### src/rtl/bitzip.sv
module bitzip #(
  parameter int W = 32
) (
  input  logic         clk,
  input  logic         rst_n,
  input  logic         in_valid,
  input  logic [1:0]   op,
  input  logic         half,
  input  logic [W-1:0] opa,
  input  logic [W-1:0] opb,
  output logic [W-1:0] res_hi,
  output logic [W-1:0] res_lo,
  output logic         out_valid
);
  localparam int HW = W / 2;
  localparam int DW = 2 * W;

  localparam logic [1:0] OP_ZIP   = 2'b00;
  localparam logic [1:0] OP_UNZIP = 2'b01;
  localparam logic [1:0] OP_SPRD  = 2'b10;
  localparam logic [1:0] OP_GATH  = 2'b11;

  logic [W-1:0]  b_eff;
  logic [DW-1:0] src;
  logic [DW-1:0] zip_full;
  logic [W-1:0]  zip_half;
  logic [W-1:0]  odd_full, even_full;
  logic [HW-1:0] odd_half, even_half;
  logic [W-1:0]  nxt_hi, nxt_lo;

  assign b_eff = (op == OP_SPRD) ? '0 : opb;
  assign src   = {opa, opb};

  for (genvar i = 0; i < W; i++) begin : g_full
    assign zip_full[2*i+1] = opa[i];
    assign zip_full[2*i]   = b_eff[i];
    assign odd_full[i]     = src[2*i+1];
    assign even_full[i]    = src[2*i];
  end

  for (genvar i = 0; i < HW; i++) begin : g_half
    assign zip_half[2*i+1] = opa[i];
    assign zip_half[2*i]   = b_eff[i];
    assign odd_half[i]     = opb[2*i+1];
    assign even_half[i]    = opb[2*i];
  end

  always_comb begin
    nxt_hi = '0;
    nxt_lo = '0;
    if (half) begin
      unique case (op)
        OP_ZIP, OP_SPRD: nxt_lo = zip_half;
        OP_UNZIP:        nxt_lo = {odd_half, even_half};
        OP_GATH:         nxt_lo = {odd_half, {HW{1'b0}}};
      endcase
    end else begin
      unique case (op)
        OP_ZIP, OP_SPRD: {nxt_hi, nxt_lo} = zip_full;
        OP_UNZIP:        {nxt_hi, nxt_lo} = {odd_full, even_full};
        OP_GATH:         nxt_hi = odd_full;
      endcase
    end
  end

  always_ff @(posedge clk or negedge rst_n) begin
    if (!rst_n) begin
      res_hi    <= '0;
      res_lo    <= '0;
      out_valid <= 1'b0;
    end else begin
      out_valid <= in_valid;
      if (in_valid) begin
        res_hi <= nxt_hi;
        res_lo <= nxt_lo;
      end
    end
  end
endmodule

### config.mk
export PLATFORM = sky130hd
export DESIGN_NAME = bitzip
export DESIGN_NICKNAME = d
export VERILOG_FILES = /design/src/rtl/bitzip.sv
export SDC_FILE = /design/constraint.sdc
export NUM_CORES = 1
export LEC_CHECK = 0
export ABC_AREA = 1
export BUFFER_PORTS_ARGS = -buffer_cell sky130_fd_sc_hd__buf_2
export CAP_MARGIN = 10
export CORE_MARGIN = 2
export CORE_UTILIZATION = 23
export DETAILED_ROUTE_END_ITERATION = 6
export GPL_TIMING_DRIVEN = 1
export HOLD_SLACK_MARGIN = 0.15
export PLACE_DENSITY = 0.41
export SYNTH_ARGS = -nofsm -noshare
export SYNTH_HDL_FRONTEND = slang
export SYNTH_SLANG_ARGS = --single-unit
### constraint.sdc
create_clock -name clk -period 2.5 [get_ports clk]
set_clock_uncertainty 0.2 [all_clocks]
set_input_delay 0 -clock clk [delete_from_list [all_inputs] [get_ports clk]]
set_output_delay 0 -clock clk [all_outputs]
set_load 0.005 [all_outputs]
==> results.sh, run 1 <==
export IMPL_status="aborted with a tool error"
export IMPL_haltStage="4_1_cts"
export IMPL_error="[ERROR RSZ-0060] Max buffer count reached."
export IMPL_start_util_pct=23.7
export IMPL_cts_hold_buf=161
export IMPL_fp_row_count=44
export IMPL_synthDistinctLibCells=17
export IMPL_cts_resized=0
export IMPL_yosys_top_cells_area="dfrtp_1 (47%), nand2_1 (23%), nor2_1 (7.0%)"
export IMPL_syn_inst=492
export IMPL_io_pins=135
export IMPL_chipHeight_um=127
export IMPL_synthAdderAreaFrac_pct=0
export IMPL_synth_xor_area_share_pct=0
export IMPL_synth_top_cell_by_area="dfrtp_1"
export IMPL_dp_hpwl_um=8600
export IMPL_clkSinkCount=65
export IMPL_htreeDepth=3
export IMPL_synth_fp_nets=562
export IMPL_clock_path_buffers=2
export IMPL_synth_seq_area_share_pct=47.1
export IMPL_place_congestion=0.744
export IMPL_synth_top_cell_area_share_pct=47.1
export IMPL_synth_mux_area_share_pct=0
export IMPL_die_w_um=127
export IMPL_synth_top_family_by_area="simple AND/OR/NAND/NOR gates"
export IMPL_ys_ff_latch=65
export IMPL_synth_compound_area_share_pct=9.02
export IMPL_post_cts_buffers=0
export IMPL_synth_simple_area_share_pct=34.9
export IMPL_clockRootBuffer="clkbuf_16"
export IMPL_avgSynthCellArea_um2=7.02
export IMPL_cts_buffers=9
export IMPL_yosys_warnings=0
export IMPL_synthesis_area_mm2=0.00345
export IMPL_port_buffer_count=134
stage by stage:
step                instances  area (um^2)  hold WS, ns  utilization [%]  setup WS (ns)
detailed placement        784         4190     -0.00281             28.7          0.930
floorplan                 492         3450       -0.496                -           1.59
global placement          784         4190      -0.0147             28.7          0.980
cell families after synthesis:
| kind of cell | count (synthesis) |
|---|---|
| simple gates | 307 |
| flops | 65 |
| compound gates | 61 |
| buf+inv | 59 |
synth_stat cells:
master and instances:
clkbuf_8 1, nand3_1 24, nor2_1 64, a22o_1 1, o211ai_1 1, buf_4 9
o21ai_0 33, inv_1 26, buf_6 4, nor2_4 3, o21ai_1 9, a21oi_1 17
nand2_1 216, clkbuf_1 4, inv_2 3, buf_2 12, dfrtp_1 65
==> inputs of run 2 (changes only) <==
--- a/config.mk
+++ b/config.mk
@@ -9,11 +9,10 @@
 export BUFFER_PORTS_ARGS = -buffer_cell sky130_fd_sc_hd__buf_2
 export CAP_MARGIN = 10
 export CORE_MARGIN = 2
-export CORE_UTILIZATION = 23
+export CORE_UTILIZATION = 20
 export DETAILED_ROUTE_END_ITERATION = 6
 export GPL_TIMING_DRIVEN = 1
-export HOLD_SLACK_MARGIN = 0.15
-export PLACE_DENSITY = 0.41
+export PLACE_DENSITY_LB_ADDON = 0.15
 export SYNTH_ARGS = -nofsm -noshare
 export SYNTH_HDL_FRONTEND = slang
 export SYNTH_SLANG_ARGS = --single-unit
==> results.sh, run 2 <==
export IMPL_setup_viol=0
export IMPL_wl_per_cell_um=15.1
export IMPL_critical_path_max_fanout=18
export IMPL_whs_endpoint="res_lo[28]"
export IMPL_cts_tree="done"
export IMPL_clock_latency_ns=0.34
export IMPL_max_clock_freq_mhz=449
export IMPL_first_pass_iters=4
export IMPL_crit_type="in -> reg"
export IMPL_antenna_left=0
export IMPL_cp_end_kind="register"
export IMPL_place_congestion=0.769
export IMPL_status="complete, no violations"
export IMPL_fin_ws_ns=0.275
export IMPL_core_mm2=0.0171
export IMPL_synthesis_area_mm2=0.00345
export IMPL_slew_viol_final=0
export IMPL_avgSynthCellArea_um2=7.02
export IMPL_timing_final_crit_share_pct=89.0
export IMPL_antenna_found_initial=0
export IMPL_grt_pass1_wl_um=22100
export IMPL_place_ws_ns=0.839
export IMPL_worstMarginPinSlew_ns=0.882
export IMPL_dp_cells=825
export IMPL_ys_flop_type="dfrtp_1"
export IMPL_slew_headroom_pct=41.2
export IMPL_worstPathRequired_ns=2.57
export IMPL_hold_violations=0
export IMPL_drive_gt1_share_pct=21.9
export IMPL_chipHeight_um=135
export IMPL_yosysMostFrequentCell="nand2_1"
export IMPL_drc=0
export IMPL_synth_top_cell_by_area="dfrtp_1"
export IMPL_vias=3947
export IMPL_clock_path_buffers=2
export IMPL_switching_share_pct=28.4
export IMPL_arrival_ns=2.30
export IMPL_ys_async_sr_fraction_pct=100
export IMPL_worstHoldPathType="in -> reg"
export IMPL_die_w_um=135
export IMPL_synth_fp_nets=562
export IMPL_vdd_drop_max_mv=0.295
export IMPL_dp_hpwl_um=9150
export IMPL_vias_per_cell=4.21
export IMPL_clockRootBuffer="clkbuf_16"
export IMPL_synthDistinctLibCells=17
export IMPL_grt_usage_pct=15.8
export IMPL_p_sw_mw=0.849
export IMPL_post_cts_buffers=0
export IMPL_power_leakage_nw=2.98
export IMPL_synth_edff_count=0
export IMPL_reg2reg_depth=3
export IMPL_dpl_cell_area_mm2=0.00424
export IMPL_drv_cap=0
export IMPL_antenna_cells=0
export IMPL_fin_area_mm2=0.00549
export IMPL_nets=781
export IMPL_seqPwrFrac_pct=40.2
export IMPL_yosys_top_cells_area="dfrtp_1 (47%), nand2_1 (23%), nor2_1 (7.0%)"
export IMPL_fin_cells=938
export IMPL_power_density_mw_per_mm2=545
export IMPL_holdPathStages=5
export IMPL_fp_row_count=48
export IMPL_comb_power_share_pct=21.6
export IMPL_htreeDepth=3
export IMPL_min_from="half"
export IMPL_rr_endpoint="res_hi[13]"
export IMPL_routed_wl_um=14100
export IMPL_rsz0062_at_grt="no"
export IMPL_worstReg2RegStart="res_hi[13]"
export IMPL_internal_power_mw=2.14
export IMPL_overflow=0
export IMPL_syn_inst=492
export IMPL_port_buffer_count=134
export IMPL_grt_max_degree=66
export IMPL_area_growth_pct=58.8
export IMPL_final_common_cell="nand2_1"
export IMPL_clkPwrFrac_pct=38.2
export IMPL_synth_seq_area_share_pct=47.1
export IMPL_synth_commonest_cells="nand2_1 (216), dfrtp_1 (65), nor2_1 (64)"
export IMPL_drtIter0Drc=236
export IMPL_tns_ns=0
export IMPL_clkTransAtPathRegs_ns=0.05
export IMPL_top_regs="res_hi x32, res_lo x32, out_valid x1"
export IMPL_start_kind="input port"
export IMPL_grt_pass1_vias=4044
export IMPL_ys_ff_latch=65
export IMPL_final_cell_mix="nand2_1 (216), buf_2 (133), dlygate4sd3_1 (99), dfrtp_1 (65), nor2_1 (64)"
export IMPL_yosys_warnings=0
export IMPL_cts_buffers=9
export IMPL_fin_crit_ns=2.23
export IMPL_design_die_area_mm2=0.0183
export IMPL_clkSinkCount=65
export IMPL_p_total_mw=2.99
export IMPL_start_util_pct=20.2
export IMPL_synth_top_cell_area_share_pct=47.1
export IMPL_io_pins=135
export IMPL_reg2reg_slack_ns=1.07
[run 2: cell counts after synthesis]
No cell type changed its count.
[run 2: cell families after synthesis]
family / Yosys count / share of synthesized area, %
flops: 65 / 47.1
buf+inv: 59 / 8.98
compound gates: 61 / 9.02
simple gates: 307 / 34.9
[run 2: area by class of cell]
class | count | area (um^2)
inverters | 29 | 109
flip-flops and latches | 65 | 1630
multi-input cells | 369 | 1520
repair buffers | 237 | 1690
clock buffers | 12 | 246
fillers | 1889 | 11600
well taps | 225 | 282
clock inverters | 1 | 5.00
[run 2: per-stage QoR]
stage | hold WS (ns) | util (%)
after floorplan | -0.496 | -
after global placement | -0.0118 | 24.8
after detailed placement | -0.0115 | 24.8
after CTS | 0.0167 | 32.0
after global routing | 0.0681 | 32.0
final | 0.0379 | 32.0
[run 2: power by group through the flow]
stage | sequential (mW) | clock (mW) | combinational, mW
2_1_floorplan | 1.22 | 0 | 0.231
3_3_place_gp | 1.22 | 0 | 0.496
3_5_place_dp | 1.22 | 0 | 0.498
4_1_cts | 1.21 | 1.18 | 0.649
5_1_grt | 1.22 | 1.21 | 0.730
6_report | 1.20 | 1.14 | 0.645
[run 2: worst max path at each step]
| stage | slack (ns) | startpoint | end |
|---|---|---|---|
| 4_1_cts | 0.12 | in_valid | res_hi[13] |
| 6_report | 0.27 | in_valid | res_hi[13] |
| 2_1_floorplan | 1.59 | in_valid | res_lo[28] |
| 3_5_place_dp | 0.84 | in_valid | res_hi[13] |
| 3_3_place_gp | 0.89 | in_valid | res_hi[17] |
| 5_1_grt | 0.03 | in_valid | res_hi[13] |
[run 2: timing repair]
action / 4_1_cts / 5_1_grt
hold buffers: 99 / 0
resized for setup: 0 / 0
hold endpoints to repair: 130 / 0
endpoints found under the setup margin: 0 / 7
[run 2: critical path: stages]
cell           delay (ns)
dlygate4sd3_1        0.52
buf_2                0.32
inv_2                0.13
nor2_4               0.39
o21ai_0              0.15
o21ai_0              0.19
dlygate4sd3_1        0.58
[run 2: per-layer routing]
metal / global-route usage (%) / vias up / routed length, um
met2: 23.9 / 107 / 6190
met3: 3.63 / 18 / 846
li1: - / 1959 / -
met5: 0 / - / 0
met4: 7.23 / 0 / 321
met1: 21.5 / 1863 / 6760
Note: power is estimated with default switching activity, not from simulation.
